`src/rtl/dvp_cap_pkg.sv`:
```
// Package: shared types of the frame capture writer.
// Assumes: nothing beyond the standard language.
package dvp_cap_pkg;

    // Capture sequencing states
    typedef enum logic [1:0] {
        CAP_IDLE  = 2'd0,
        CAP_ARMED = 2'd1,
        CAP_RUN   = 2'd2,
        CAP_DONE  = 2'd3
    } cap_state_e;

    // Configuration captured on a start request
    typedef struct packed {
        logic [1:0] size;
        logic       color;
    } cap_cfg_t;

endpackage

```
`src/rtl/dvp_cap_geom.sv`:
```
// Module: dvp_cap_geom
// Turns the latched configuration into row length in bytes and row count.
// Assumes: cfg_i is stable during a capture; parameters fit COL_W/ROW_W
// (colour row of the widest size must fit COL_W).
module dvp_cap_geom
    import dvp_cap_pkg::*;
#(
    parameter int COL_W = 11,
    parameter int ROW_W = 9,
    parameter int W0    = 128,
    parameter int H0    = 96,
    parameter int W1    = 160,
    parameter int H1    = 120,
    parameter int W2    = 320,
    parameter int H2    = 240,
    parameter int W3    = 640,
    parameter int H3    = 480
) (
    input  cap_cfg_t          cfg_i,
    output logic [COL_W-1:0]  row_bytes_o,
    output logic [ROW_W-1:0]  rows_o
);

    logic [COL_W-1:0] width_px;

    // Select pixel width and row count from the size code
    always_comb begin
        case (cfg_i.size)
            2'b00:   begin width_px = COL_W'(W0); rows_o = ROW_W'(H0); end
            2'b01:   begin width_px = COL_W'(W1); rows_o = ROW_W'(H1); end
            2'b10:   begin width_px = COL_W'(W2); rows_o = ROW_W'(H2); end
            default: begin width_px = COL_W'(W3); rows_o = ROW_W'(H3); end
        endcase
    end

    // Colour doubles the bytes stored per row
    always_comb begin
        row_bytes_o = cfg_i.color ? (width_px << 1) : width_px;
    end

endmodule

```
`src/rtl/dvp_cap_ctrl.sv`:
```
// Module: dvp_cap_ctrl
// Sequences a capture: detects start edges, latches configuration, waits
// for the frame marker, runs until the last byte, then holds the done flag.
// Assumes: last_i pulses for one cycle only while run_o is high.
module dvp_cap_ctrl
    import dvp_cap_pkg::*;
(
    input  logic       clk_i,
    input  logic       rst_ni,
    input  logic       init_i,
    input  logic       frame_req_i,
    input  logic [1:0] size_sel_i,
    input  logic       color_i,
    input  logic       vd_i,
    input  logic       last_i,
    output cap_cfg_t   cfg_o,
    output logic       run_o,
    output logic       frame_rcvd_o
);

    cap_state_e state_q;
    logic       init_q;
    logic       req_q;
    logic       start;

    // Remember previous request levels for edge detection
    always_ff @(posedge clk_i) begin
        if (!rst_ni) begin
            init_q <= 1'b0;
            req_q  <= 1'b0;
        end else begin
            init_q <= init_i;
            req_q  <= frame_req_i;
        end
    end

    // A start is a rising edge on either request pin
    always_comb begin
        start = (init_i & ~init_q) | (frame_req_i & ~req_q);
    end

    // Capture state machine, configuration latch and completion flag
    always_ff @(posedge clk_i) begin
        if (!rst_ni) begin
            state_q      <= CAP_IDLE;
            cfg_o        <= '0;
            frame_rcvd_o <= 1'b0;
        end else begin
            case (state_q)
                CAP_IDLE, CAP_DONE: begin
                    if (start) begin
                        state_q      <= CAP_ARMED;
                        cfg_o        <= '{size: size_sel_i, color: color_i};
                        frame_rcvd_o <= 1'b0;
                    end
                end
                CAP_ARMED: begin
                    if (vd_i) begin
                        state_q <= CAP_RUN;
                    end
                end
                CAP_RUN: begin
                    if (last_i) begin
                        state_q      <= CAP_DONE;
                        frame_rcvd_o <= 1'b1;
                    end
                end
                default: state_q <= CAP_IDLE;
            endcase
        end
    end

    // Counters run only in the capture state
    always_comb begin
        run_o = (state_q == CAP_RUN);
    end

endmodule

```
`src/rtl/dvp_cap_addr.sv`:
```
// Module: dvp_cap_addr
// Qualifies pixel bytes with the row marker, counts columns and rows,
// forms the linear byte address and registers the write port.
// Assumes: row_bytes_i >= 1 and rows_i >= 1, both stable while run_i is high.
module dvp_cap_addr #(
    parameter int DATA_W = 8,
    parameter int ADDR_W = 20,
    parameter int COL_W  = 11,
    parameter int ROW_W  = 9
) (
    input  logic              clk_i,
    input  logic              rst_ni,
    input  logic              run_i,
    input  logic              vd_i,
    input  logic              hd_i,
    input  logic [DATA_W-1:0] data_i,
    input  logic [COL_W-1:0]  row_bytes_i,
    input  logic [ROW_W-1:0]  rows_i,
    output logic              wr_en_o,
    output logic [ADDR_W-1:0] wr_addr_o,
    output logic [DATA_W-1:0] wr_data_o,
    output logic              last_o
);

    logic [COL_W-1:0]  col_q;
    logic [ROW_W-1:0]  row_q;
    logic [ADDR_W-1:0] base_q;
    logic              hd_q;
    logic              row_full;
    logic              accept;
    logic              row_end;

    // Delayed row marker for falling-edge detection
    always_ff @(posedge clk_i) begin
        if (!rst_ni) begin
            hd_q <= 1'b0;
        end else begin
            hd_q <= hd_i;
        end
    end

    // Byte qualification, row close and last-byte decode
    always_comb begin
        row_full = (col_q == row_bytes_i);
        accept   = run_i & hd_i & ~vd_i & ~row_full;
        row_end  = run_i & hd_q & ~hd_i & ~vd_i;
        last_o   = accept
                 & (row_q == rows_i - ROW_W'(1))
                 & (col_q == row_bytes_i - COL_W'(1));
    end

    // Column, row and row-base counters; cleared outside a run or on frame marker
    always_ff @(posedge clk_i) begin
        if (!rst_ni || !run_i || vd_i) begin
            col_q  <= '0;
            row_q  <= '0;
            base_q <= '0;
        end else if (accept) begin
            col_q <= col_q + COL_W'(1);
        end else if (row_end) begin
            col_q  <= '0;
            row_q  <= row_q + ROW_W'(1);
            base_q <= base_q + ADDR_W'(row_bytes_i);
        end
    end

    // Registered write port toward the frame buffer
    always_ff @(posedge clk_i) begin
        if (!rst_ni) begin
            wr_en_o   <= 1'b0;
            wr_addr_o <= '0;
            wr_data_o <= '0;
        end else begin
            wr_en_o <= accept;
            if (accept) begin
                wr_addr_o <= base_q + ADDR_W'(col_q);
                wr_data_o <= data_i;
            end
        end
    end

endmodule

```
`src/rtl/dvp_frame_capture.sv`:
```
// Module: dvp_frame_capture (top)
// Captures one frame from a parallel pixel port into a byte-addressed
// buffer; geometry and bytes per pixel come from pins latched at start.
// Assumes: every input is synchronous to clk_i, the sensor data clock.
module dvp_frame_capture
    import dvp_cap_pkg::*;
#(
    parameter int DATA_W = 8,
    parameter int ADDR_W = 20,
    parameter int COL_W  = 11,
    parameter int ROW_W  = 9,
    parameter int W0     = 128,
    parameter int H0     = 96,
    parameter int W1     = 160,
    parameter int H1     = 120,
    parameter int W2     = 320,
    parameter int H2     = 240,
    parameter int W3     = 640,
    parameter int H3     = 480
) (
    input  logic              clk_i,
    input  logic              rst_ni,
    input  logic              init_i,
    input  logic              frame_req_i,
    input  logic [1:0]        size_sel_i,
    input  logic              color_i,
    input  logic              vd_i,
    input  logic              hd_i,
    input  logic [DATA_W-1:0] data_i,
    output logic              wr_en_o,
    output logic [ADDR_W-1:0] wr_addr_o,
    output logic [DATA_W-1:0] wr_data_o,
    output logic              frame_rcvd_o
);

    cap_cfg_t         cfg;
    logic             run;
    logic             last;
    logic [COL_W-1:0] row_bytes;
    logic [ROW_W-1:0] rows;

    dvp_cap_ctrl u_ctrl (
        .clk_i        (clk_i),
        .rst_ni       (rst_ni),
        .init_i       (init_i),
        .frame_req_i  (frame_req_i),
        .size_sel_i   (size_sel_i),
        .color_i      (color_i),
        .vd_i         (vd_i),
        .last_i       (last),
        .cfg_o        (cfg),
        .run_o        (run),
        .frame_rcvd_o (frame_rcvd_o)
    );

    dvp_cap_geom #(
        .COL_W (COL_W), .ROW_W (ROW_W),
        .W0 (W0), .H0 (H0), .W1 (W1), .H1 (H1),
        .W2 (W2), .H2 (H2), .W3 (W3), .H3 (H3)
    ) u_geom (
        .cfg_i       (cfg),
        .row_bytes_o (row_bytes),
        .rows_o      (rows)
    );

    dvp_cap_addr #(
        .DATA_W (DATA_W), .ADDR_W (ADDR_W),
        .COL_W  (COL_W),  .ROW_W  (ROW_W)
    ) u_addr (
        .clk_i       (clk_i),
        .rst_ni      (rst_ni),
        .run_i       (run),
        .vd_i        (vd_i),
        .hd_i        (hd_i),
        .data_i      (data_i),
        .row_bytes_i (row_bytes),
        .rows_i      (rows),
        .wr_en_o     (wr_en_o),
        .wr_addr_o   (wr_addr_o),
        .wr_data_o   (wr_data_o),
        .last_o      (last)
    );

endmodule

```
`config.mk`:
```
export PLATFORM = sky130hd
export DESIGN_NAME = dvp_frame_capture
export DESIGN_NICKNAME = d
export VERILOG_FILES = /design/src/rtl/dvp_cap_pkg.sv /design/src/rtl/dvp_cap_geom.sv /design/src/rtl/dvp_cap_ctrl.sv /design/src/rtl/dvp_cap_addr.sv /design/src/rtl/dvp_frame_capture.sv
export SDC_FILE = /design/constraint.sdc
export NUM_CORES = 1
export LEC_CHECK = 0
export ABC_AREA = 1
export CORE_MARGIN = 2
export CORE_UTILIZATION = 50
export CTS_CLUSTER_DIAMETER = 100
export CTS_CLUSTER_SIZE = 28
export DETAILED_ROUTE_END_ITERATION = 8
export GPL_TIMING_DRIVEN = 0
export PLACE_DENSITY = 0.74
export SLEW_MARGIN = 0
export SYNTH_ARGS = -nofsm -noshare
export SYNTH_HDL_FRONTEND = slang
export SYNTH_SLANG_ARGS = --single-unit
```
`constraint.sdc`:
```
create_clock -name clk_i -period 2.7 [get_ports clk_i]
set_clock_uncertainty 0.1 [all_clocks]
set_input_delay 0.405 -clock clk_i [delete_from_list [all_inputs] [get_ports clk_i]]
set_output_delay 0.405 -clock clk_i [all_outputs]
set_load 0.02 [all_outputs]
```
==> tab_implementation.tex, run 1 <==
\begin{tabular}{lr}
\hline
Metric & Value \\
\hline
\multicolumn{2}{l}{\textbf{Synth}} \\
\quad Dominant combinational cell family by area after synthesis & simple AND/OR/NAND/NOR gates \\
\quad Library cells used by synthesis & 37 \\
\quad Primary flip-flop cell chosen by synthesis mapping & sky130\_fd\_sc\_hd\_\_dfxtp\_1 \\
\quad Parity-gate share of the synthesized area counting xor and xnor cells & 5.28\% \\
\quad Fraction of the yosys area taken by sequential cells & a little under two fifths \\
\quad Post-synthesis share of cell area spent on full adders, half adders and majority gates & slightly above 8\% \\
\quad Area fraction in and, or, nand and nor cells after synthesis & 24.7\% \\
\quad Ys async rst share & 0\% \\
\quad Number of synthesized flops with an enable pin & 0 \\
\quad Total standard cell area after synthesis & about 4000 sq um \\
\quad Mean Syn Cell Area & around 7.0 sq um \\
\quad Register bit count reported by yosys & 73 \\
\quad Multiplexer share of the synthesized area & 0\% \\
\quad Compound-gate portion of the synthesized area & between 15 and 20\% \\
\quad Synth Warn \# & 0 \\
\quad Mapped Cells & 565 \\
\quad Post-Syn Nets & slightly above 600 \\
\multicolumn{2}{l}{\textbf{Power and ir drop}} \\
\quad Net Sw Power & 0.00122 W \\
\quad Power density over the cells & 678 nW/um\^{}2 \\
\quad Leakage power & 2.02 nW \\
\quad Switching share of power & 36.4\% \\
\quad Sequential power share & 37.0\% \\
\quad Comb power frac & roughly 36\% \\
\quad Share of power burned in the clock network & 26.6\% \\
\quad Pint & 0.00213 W \\
\quad Largest vdd supply drop & 0.383 mV \\
\multicolumn{2}{l}{\textbf{Clock network}} \\
\quad Number of buffers inserted during clock tree synthesis & 9 \\
\quad Clock transition at path regs & 0.08 ns \\
\quad \# clock sinks & 73 \\
\quad Deepest level of the CTS H-tree & 3 \\
\quad Maximum clock path buffer count & 2 \\
\quad CTS tree & done \\
\quad Clock Root Buffer & sky130\_fd\_sc\_hd\_\_clkbuf\_8 \\
\quad Insertion delay of the later-clocked pin in the worst-skew pair & around 0.36 ns \\
\multicolumn{2}{l}{\textbf{Die}} \\
\quad Standard-cell row count & 32 \\
\quad Area of the die & 8690 sq um \\
\quad Die X-Extent & 93.2 um \\
\quad Number of primary I/O pins & 47 \\
\quad Initial Util & about half \\
\quad Chip Height & 93.2 um \\
\quad Core Box Area & between 7000 and 8000 sq um \\
\multicolumn{2}{l}{\textbf{Place}} \\
\quad Post-Place Cells & $\sim$700 \\
\quad Worst setup slack after placement & -0.294 ns \\
\quad I/O Buffers & 46 \\
\quad Final GP Congestion & 0.847 \\
\quad Detailed-placement wirelength estimate & around 7400 um \\
\multicolumn{2}{l}{\textbf{Worst setup path}} \\
\quad Crit path arrival time & 2.79 ns \\
\quad Beginning of the critical path & u\_ctrl.cfg\_o[2] \\
\quad Delay of the slowest cell on the worst path & 0.36 ns \\
\quad Critical path class & flop to flop \\
\quad Startpoint type of the worst setup path & flop \\
\quad Start of the worst register-to-register path & u\_ctrl.cfg\_o[2] \\
\quad Type of element capturing the critical path & flop \\
\quad Most frequent cell on the critical path & sky130\_fd\_sc\_hd\_\_nand2\_1 \\
\quad Cell breakdown of the critical path & buf\_4, ha\_2, inv\_2, nand2\_2, nand2\_2, inv\_2, ha\_4, nand3b\_1, nand2\_2, nand2\_1, nand2\_1, nand2\_1, a21oi\_2, inv\_2, nor2\_4, nand2\_1, or2\_0, a21oi\_1 \\
\quad Crit path buf inv count & 4 \\
\quad Cell family with most CP delay & simple AND/OR/NAND/NOR gates \\
\quad Worst endpoint required time & 2.89 ns \\
\quad Maximum fanout along the worst path & 5 \\
\quad Slowest library cell on the worst path & sky130\_fd\_sc\_hd\_\_dfxtp\_4 \\
\multicolumn{2}{l}{\textbf{Hold path}} \\
\quad Type of the worst min-delay path & flop to flop \\
\quad Hold Startpoint & u\_ctrl.frame\_rcvd\_o \\
\multicolumn{2}{l}{\textbf{Drt}} \\
\quad Routed length per instance & 13.6 um \\
\quad Via density per instance & 5.16 \\
\quad Pre-antenna DRT Iters & 5 \\
\quad DRC & 0 \\
\quad Remaining antenna violation count & 0 \\
\quad Total Routed Length & 10100 um \\
\quad Total number of vias & 3810 \\
\quad Count of routing violations after the opening detailed-route iteration & roughly 190 \\
\multicolumn{2}{l}{\textbf{STA}} \\
\quad Final setup violation count & 0 \\
\quad Final Hold Violating Endpoints & 0 \\
\quad Fin worst setup slack & 0.0990 ns \\
\quad Shortest clock period the worst path allows after layout & 2.60 ns \\
\quad Slew headroom & 53.1\% \\
\quad Slew at the pin closest to its max-slew limit & 0.703 ns \\
\quad Max Fclk & 384 MHz \\
\quad Worst hold slack & 0.374 ns \\
\quad Final total negative setup slack & 0 ns \\
\quad Final cycle utilization of the critical path & 96.3\% \\
\quad Final max-slew violation count & 0 \\
\multicolumn{2}{l}{\textbf{Layout}} \\
\quad Number of nets at the end of the flow & just under 700 \\
\quad FILL cells & 701 \\
\quad P\&R area growth vs syn & 24.4\% \\
\quad Final Non-Filler Cells & about 740 \\
\quad Fraction of layout cells with a size suffix above 1 & 11.0\% \\
\quad Fin util & between 60 and 70\% \\
\quad Number of inserted diodes & 0 \\
\multicolumn{2}{l}{\textbf{Global route}} \\
\quad Global-route total usage across every layer & 23.9\% \\
\quad First-pass GRT wire length & 16400 um \\
\quad Largest net degree at the start of global routing & 14 \\
\quad Via count of the first global-routing pass & 3576 \\
\quad Overflow left after global routing & 0 \\
\quad Number of antenna violations at the first check in global routing & 0 \\
\multicolumn{2}{l}{\textbf{Outcome}} \\
\quad Run status & completed \\
\multicolumn{2}{l}{\textbf{Job}} \\
\quad Maximum Capacitance Violations & 0 \\
\hline
\end{tabular}
[area by class of cell]
type                            count  area [sq um]  area share (%)
Sequential cell                    73          1470            29.7
Tap cell                          102           128            2.58
Clock inverter                      6          66.3            1.34
Clock buffer                       10           138            2.78
Inverter                           73           282            5.69
Buffer                             17          91.3            1.85
Multi-Input combinational cell    402          2250            45.4
Timing Repair Buffer               55           528            10.7
[metal layers]
layer | share of wire (%) | track usage (%) | vias to the layer above
met5 | 0 | 0 | -
met4 | 1.2 | 6.13 | 0
met2 | 48 | 39.9 | 84
met1 | 46 | 31.3 | 1764
met3 | 4.9 | 5.40 | 11
li1 | - | - | 1951
[cell usage in the layout, fill, tap and decap left out, drive strengths merged, types with 3 or more instances in the layout]
master	instances
nand4	4
buf	15
o21ai	55
nor3	8
xor2	18
or2	3
dfxtp	73
nand2	118
clkbuf	21
clkdlybuf4s50	46
clkinvlp	3
nor2	73
nand3	24
inv	74
ha	23
xnor2	6
nand3b	3
a21oi	54
[cells by family after synthesis]
group                    after synthesis
adder cells (fa/ha/maj)               25
XOR/XNOR                              24
AO/OA/AOI/OAI                        118
flip-flops                            73
buffers and inverters                 90
AND/OR/NAND/NOR                      235
[metrics by stage]
stage	power [W]	cell area, sq um
after floorplan	0.00201	3980
after global placement	0.00231	4570
after detailed placement	0.00234	4570
after CTS	0.00329	4850
after global routing	0.00355	4950
final	0.00335	4950
[power groups by stage]
stage | sequential (W) | combinational, W | clock, W
after floorplan | 0.00131 | 0.000699 | 0
after global placement | 0.00125 | 0.00106 | 0
final | 0.00124 | 0.00122 | 0.000892
after global routing | 0.00125 | 0.00135 | 0.000943
after detailed placement | 0.00125 | 0.00109 | 0
after CTS | 0.00124 | 0.00115 | 0.000904
[worst register-to-register path: stages, from the launching register on]
cell	delay, ns
sky130_fd_sc_hd__dfxtp_4	0.36
sky130_fd_sc_hd__buf_4	0.14
sky130_fd_sc_hd__ha_2	0.18
sky130_fd_sc_hd__inv_2	0.07
sky130_fd_sc_hd__nand2_2	0.09
sky130_fd_sc_hd__nand2_2	0.10
sky130_fd_sc_hd__inv_2	0.08
sky130_fd_sc_hd__ha_4	0.30
sky130_fd_sc_hd__nand3b_1	0.09
sky130_fd_sc_hd__nand2_2	0.08
sky130_fd_sc_hd__nand2_1	0.05
sky130_fd_sc_hd__nand2_1	0.05
sky130_fd_sc_hd__nand2_1	0.06
sky130_fd_sc_hd__a21oi_2	0.18
sky130_fd_sc_hd__inv_2	0.07
sky130_fd_sc_hd__nor2_4	0.10
sky130_fd_sc_hd__nand2_1	0.07
sky130_fd_sc_hd__or2_0	0.22
sky130_fd_sc_hd__a21oi_1	0.13
[state kept, by name, indices dropped and copies added, names as in the netlist]
| register | flops |
|---|---|
| u_ctrl.req_q | 1 |
| u_addr.wr_addr_o | 20 |
| u_addr.row_q | 9 |
| u_addr.wr_data_o | 8 |
| u_addr.wr_en_o | 1 |
| u_ctrl.init_q | 1 |
| u_ctrl.frame_rcvd_o | 1 |
| u_ctrl.state_q | 2 |
| u_addr.hd_q | 1 |
| u_addr.base_q | 15 |
| u_ctrl.cfg_o | 3 |
| u_addr.col_q | 11 |
[worst paths after layout]
path                                             to  slack [ns]  cells past startpoint
worst max-delay path              u_addr.base_q[17]         0.1                     18
worst min-delay path            u_ctrl.frame_rcvd_o        0.37                      2
worst max register to register    u_addr.base_q[17]         0.1                     18
worst min register to register  u_ctrl.frame_rcvd_o        0.37                      2
[synthesized netlist by cell type, types with 3 or more instances]
master | instances | area, sq um
sky130_fd_sc_hd__nand2_2 | 5 | 31.3
sky130_fd_sc_hd__clkbuf_1 | 8 | 30.0
sky130_fd_sc_hd__inv_1 | 71 | 267
sky130_fd_sc_hd__nand2_1 | 112 | 420
sky130_fd_sc_hd__dfxtp_1 | 73 | 1460
sky130_fd_sc_hd__nand3_1 | 24 | 120
sky130_fd_sc_hd__ha_1 | 23 | 288
sky130_fd_sc_hd__clkbuf_2 | 3 | 15.0
sky130_fd_sc_hd__nor2_2 | 3 | 18.8
sky130_fd_sc_hd__nor3_1 | 8 | 40.0
sky130_fd_sc_hd__nand3b_1 | 3 | 22.5
sky130_fd_sc_hd__nor2_1 | 70 | 263
sky130_fd_sc_hd__o21ai_0 | 54 | 270
sky130_fd_sc_hd__xnor2_1 | 6 | 52.6
sky130_fd_sc_hd__xor2_1 | 18 | 158
sky130_fd_sc_hd__nand4_1 | 4 | 25.0
sky130_fd_sc_hd__a21oi_1 | 53 | 265
[what timing repair did]
item                                    in CTS  in global routing
endpoints found under the setup margin       4                  8
resized for setup                           15                 16
setup buffers                                3                  6
hold buffers                                 0                  0
pin swaps                                    2                  9
Power figures use the tool's default switching activity.
==> inputs of run 2 (changes only) <==
Settings changed: SETUP_SLACK_MARGIN from default to 0.02, SLEW_MARGIN 0 to 20.
==> run 2 against run 1 <==
Against the previous run: first-iteration DRC count decreased by 3.7%; clock power about the same; sequential share of layout area decreased by 0.15 points; die area unchanged; largest power group unchanged; worst setup slack improved by 0.023 ns; sequential power about the same; largest cell class unchanged; non-clock buffer count increased by 2.
==> tab_implementation.tex, run 2 (synthesis results as in run 1) <==
\begin{tabular}{lr}
\hline
Metric & Value \\
\hline
\multicolumn{2}{l}{\textbf{Clock network}} \\
\quad Insertion delay of the later-clocked pin in the worst-skew pair & 0.36 ns \\
\quad \# clock sinks & 73 \\
\quad Deepest level of the CTS H-tree & 3 \\
\quad CTS tree & done \\
\quad Cts-stage hold buffer count & 0 \\
\quad Number of buffers inserted during clock tree synthesis & 9 \\
\quad Maximum clock path buffer count & 2 \\
\quad Clock Root Buffer & sky130\_fd\_sc\_hd\_\_clkbuf\_8 \\
\quad Clock transition at path regs & about 0.080 ns \\
\multicolumn{2}{l}{\textbf{STA}} \\
\quad Max Fclk & 388 MHz \\
\quad Final max-slew violation count & 0 \\
\quad Shortest clock period the worst path allows after layout & around 2.6 ns \\
\quad Final total negative setup slack & 0 ns \\
\quad Final setup violation count & 0 \\
\quad Slew headroom & between 50\% and 60\% \\
\quad Final Hold Violating Endpoints & 0 \\
\quad Slew at the pin closest to its max-slew limit & 0.666 ns \\
\quad Final cycle utilization of the critical path & 95.5\% \\
\multicolumn{2}{l}{\textbf{Die}} \\
\quad Initial Util & 51.5\% \\
\quad Core Box Area & about 7700 sq um \\
\quad Chip Height & between 90 and 100 um \\
\quad Number of primary I/O pins & between 40 and 50 \\
\quad Die X-Extent & a little over 90 um \\
\quad Standard-cell row count & 32 \\
\quad Area of the die & 8690 sq um \\
\multicolumn{2}{l}{\textbf{Power and ir drop}} \\
\quad Leakage power & between 2 and 2.5 nW \\
\quad Largest vdd supply drop & 0.378 mV \\
\quad Power density over the cells & 676 nW/um\^{}2 \\
\quad Post-layout total power & 0.00336 W \\
\multicolumn{2}{l}{\textbf{Layout}} \\
\quad Fin util & 64.4\% \\
\quad Fraction of layout cells with a size suffix above 1 & 11.3\% \\
\quad Number of nets at the end of the flow & 675 \\
\quad Flip-flop count of the largest register, all copies and words added & 20 \\
\quad Largest registers & u\_addr.wr\_addr\_o: 20 flops, u\_addr.base\_q: 15 flops, u\_addr.col\_q: 11 flops \\
\quad Final Non-Filler Cells & 740 \\
\quad Reg with most FFs & u\_addr.wr\_addr\_o \\
\quad Number of inserted diodes & 0 \\
\quad P\&R area growth vs syn & 25.1\% \\
\quad Top library cells by usage in the layout, fill and taps aside & sky130\_fd\_sc\_hd\_\_nand2\_1, sky130\_fd\_sc\_hd\_\_dfxtp\_1, sky130\_fd\_sc\_hd\_\_nor2\_1, sky130\_fd\_sc\_hd\_\_inv\_1 \\
\quad Most common cell after layout, fill and taps aside & sky130\_fd\_sc\_hd\_\_nand2\_1 \\
\multicolumn{2}{l}{\textbf{Worst setup path}} \\
\quad Startpoint type of the worst setup path & flop \\
\quad Start of the worst register-to-register path & u\_ctrl.cfg\_o[1] \\
\quad Worst reg-to-reg path cell count & 17 \\
\quad R2R setup slack & roughly 0.12 ns \\
\quad FF-to-FF End & u\_addr.base\_q[17] \\
\quad Maximum fanout along the worst path & 4 \\
\quad Critical path class & flop to flop \\
\quad Worst endpoint required time & 2.89 ns \\
\quad Crit path arrival time & roughly 2.8 ns \\
\quad Type of element capturing the critical path & flop \\
\multicolumn{2}{l}{\textbf{Drt}} \\
\quad Remaining antenna violation count & 0 \\
\quad Routed length per instance & 13.7 um \\
\quad Total Routed Length & 10100 um \\
\quad Max Used Layer & met4 \\
\quad Count of routing violations after the opening detailed-route iteration & 181 \\
\quad Metal1 wirelength & 4610 um \\
\quad Via density per instance & between 5 and 6 \\
\quad Pre-antenna DRT Iters & 5 \\
\quad Routed wire length on met3 & 526 um \\
\quad Met2 routed wirelength & 4820 um \\
\quad DRC & 0 \\
\quad Total number of vias & 3834 \\
\multicolumn{2}{l}{\textbf{Place}} \\
\quad Final GP Congestion & approximately 0.85 \\
\quad Post-Place Cells & 713 \\
\quad Detailed-placement wirelength estimate & approximately 7400 um \\
\quad I/O Buffers & 46 \\
\multicolumn{2}{l}{\textbf{Job}} \\
\quad Maximum Capacitance Violations & 0 \\
\multicolumn{2}{l}{\textbf{Hold path}} \\
\quad Hold Crit Endpoint & u\_ctrl.frame\_rcvd\_o \\
\quad Hold Startpoint & u\_ctrl.frame\_rcvd\_o \\
\quad Count of cells along the worst hold path & 2 \\
\quad Type of the worst min-delay path & flop to flop \\
\multicolumn{2}{l}{\textbf{Global route}} \\
\quad First-pass GRT wire length & 16700 um \\
\quad Overflow left after global routing & 0 \\
\quad Via count of the first global-routing pass & 3651 \\
\quad Number of antenna violations at the first check in global routing & 0 \\
\quad Largest net degree at the start of global routing & 14 \\
\quad Global-route total usage across every layer & between 20\% and 30\% \\
\multicolumn{2}{l}{\textbf{Outcome}} \\
\quad Run status & completed \\
\hline
\end{tabular}
## run 2: cell count changes in the layout (fill, tap and decap cells not counted), sizes merged
cell / before / now
buf: 15 / 17
## run 2: per-layer routing
metal / GRT usage (%) / vias up
li1: - / 1959
met1: 31.1 / 1765
met2: 41.1 / 93
met3: 5.88 / 17
met4: 6.13 / 0
met5: 0 / -
## run 2: critical path, stage by stage, from the launching register on
cell,delay [ns]
sky130_fd_sc_hd__dfxtp_4,0.37
sky130_fd_sc_hd__inv_2,0.09
sky130_fd_sc_hd__ha_4,0.14
sky130_fd_sc_hd__inv_1,0.06
sky130_fd_sc_hd__nand2_2,0.11
sky130_fd_sc_hd__nand2_4,0.07
sky130_fd_sc_hd__fa_2,0.36
sky130_fd_sc_hd__nand3b_1,0.18
sky130_fd_sc_hd__nand2_2,0.08
sky130_fd_sc_hd__nand2_1,0.05
sky130_fd_sc_hd__nand2_1,0.05
sky130_fd_sc_hd__nand2_1,0.06
sky130_fd_sc_hd__a21oi_2,0.17
sky130_fd_sc_hd__inv_2,0.07
sky130_fd_sc_hd__nor2_4,0.10
sky130_fd_sc_hd__nand2_1,0.08
sky130_fd_sc_hd__or2_0,0.22
sky130_fd_sc_hd__a21oi_1,0.13
## run 2: layout make-up
cell class | count | area [sq um]
Tap cell | 102 | 128
Multi-Input combinational cell | 402 | 2260
Sequential cell | 73 | 1470
Clock inverter | 6 | 66.3
Fill cell | 687 | 2750
Clock buffer | 10 | 138
Timing Repair Buffer | 57 | 543
Buffer | 17 | 91.3
Inverter | 73 | 282
## run 2: worst max-delay path by stage
| stage | endpoint | cells past startpoint | slack, ns | startpoint |
|---|---|---|---|---|
| detailed placement | u_addr.base_q[17] | 18 | -0.29 | u_ctrl.cfg_o[2] |
| CTS | u_addr.base_q[17] | 17 | 0.04 | u_ctrl.cfg_o[1] |
| floorplan | u_addr.base_q[17] | 18 | 0.1 | u_ctrl.cfg_o[2] |
| finish | u_addr.base_q[17] | 17 | 0.12 | u_ctrl.cfg_o[1] |
| global route | u_addr.base_q[17] | 17 | -0.005 | u_ctrl.cfg_o[2] |
| global placement | u_addr.base_q[17] | 18 | -0.22 | u_ctrl.cfg_o[2] |
## run 2: what timing repair did
| item | in CTS | in global routing |
|---|---|---|
| resized for setup | 21 | 11 |
| cloned | 0 | 0 |
| endpoints found under the setup margin | 4 | 9 |
| pin swaps | 8 | 7 |
| hold endpoints to repair | 0 | 0 |
| setup buffers | 7 | 4 |
## run 2: stage by stage
| stage | hold WS (ns) | area [sq um] | setup WS (ns) |
|---|---|---|---|
| global placement | 0.354 | 4570 | -0.223 |
| finish | 0.376 | 4980 | 0.122 |
| global route | 0.388 | 4980 | -0.00455 |
| detailed placement | 0.355 | 4570 | -0.294 |
| CTS | 0.370 | 4900 | 0.0412 |
| floorplan | 0.348 | 3980 | 0.0978 |
## run 2: power breakdown
part	leakage [nW]	internal [W]	switching (W)	total, W
registers	0.593	0.00118	0.0000679	0.00125
clock network	0.0949	0.000453	0.000438	0.000891
logic	1.35	0.000506	0.000720	0.00123
total	2.03	0.00214	0.00123	0.00336
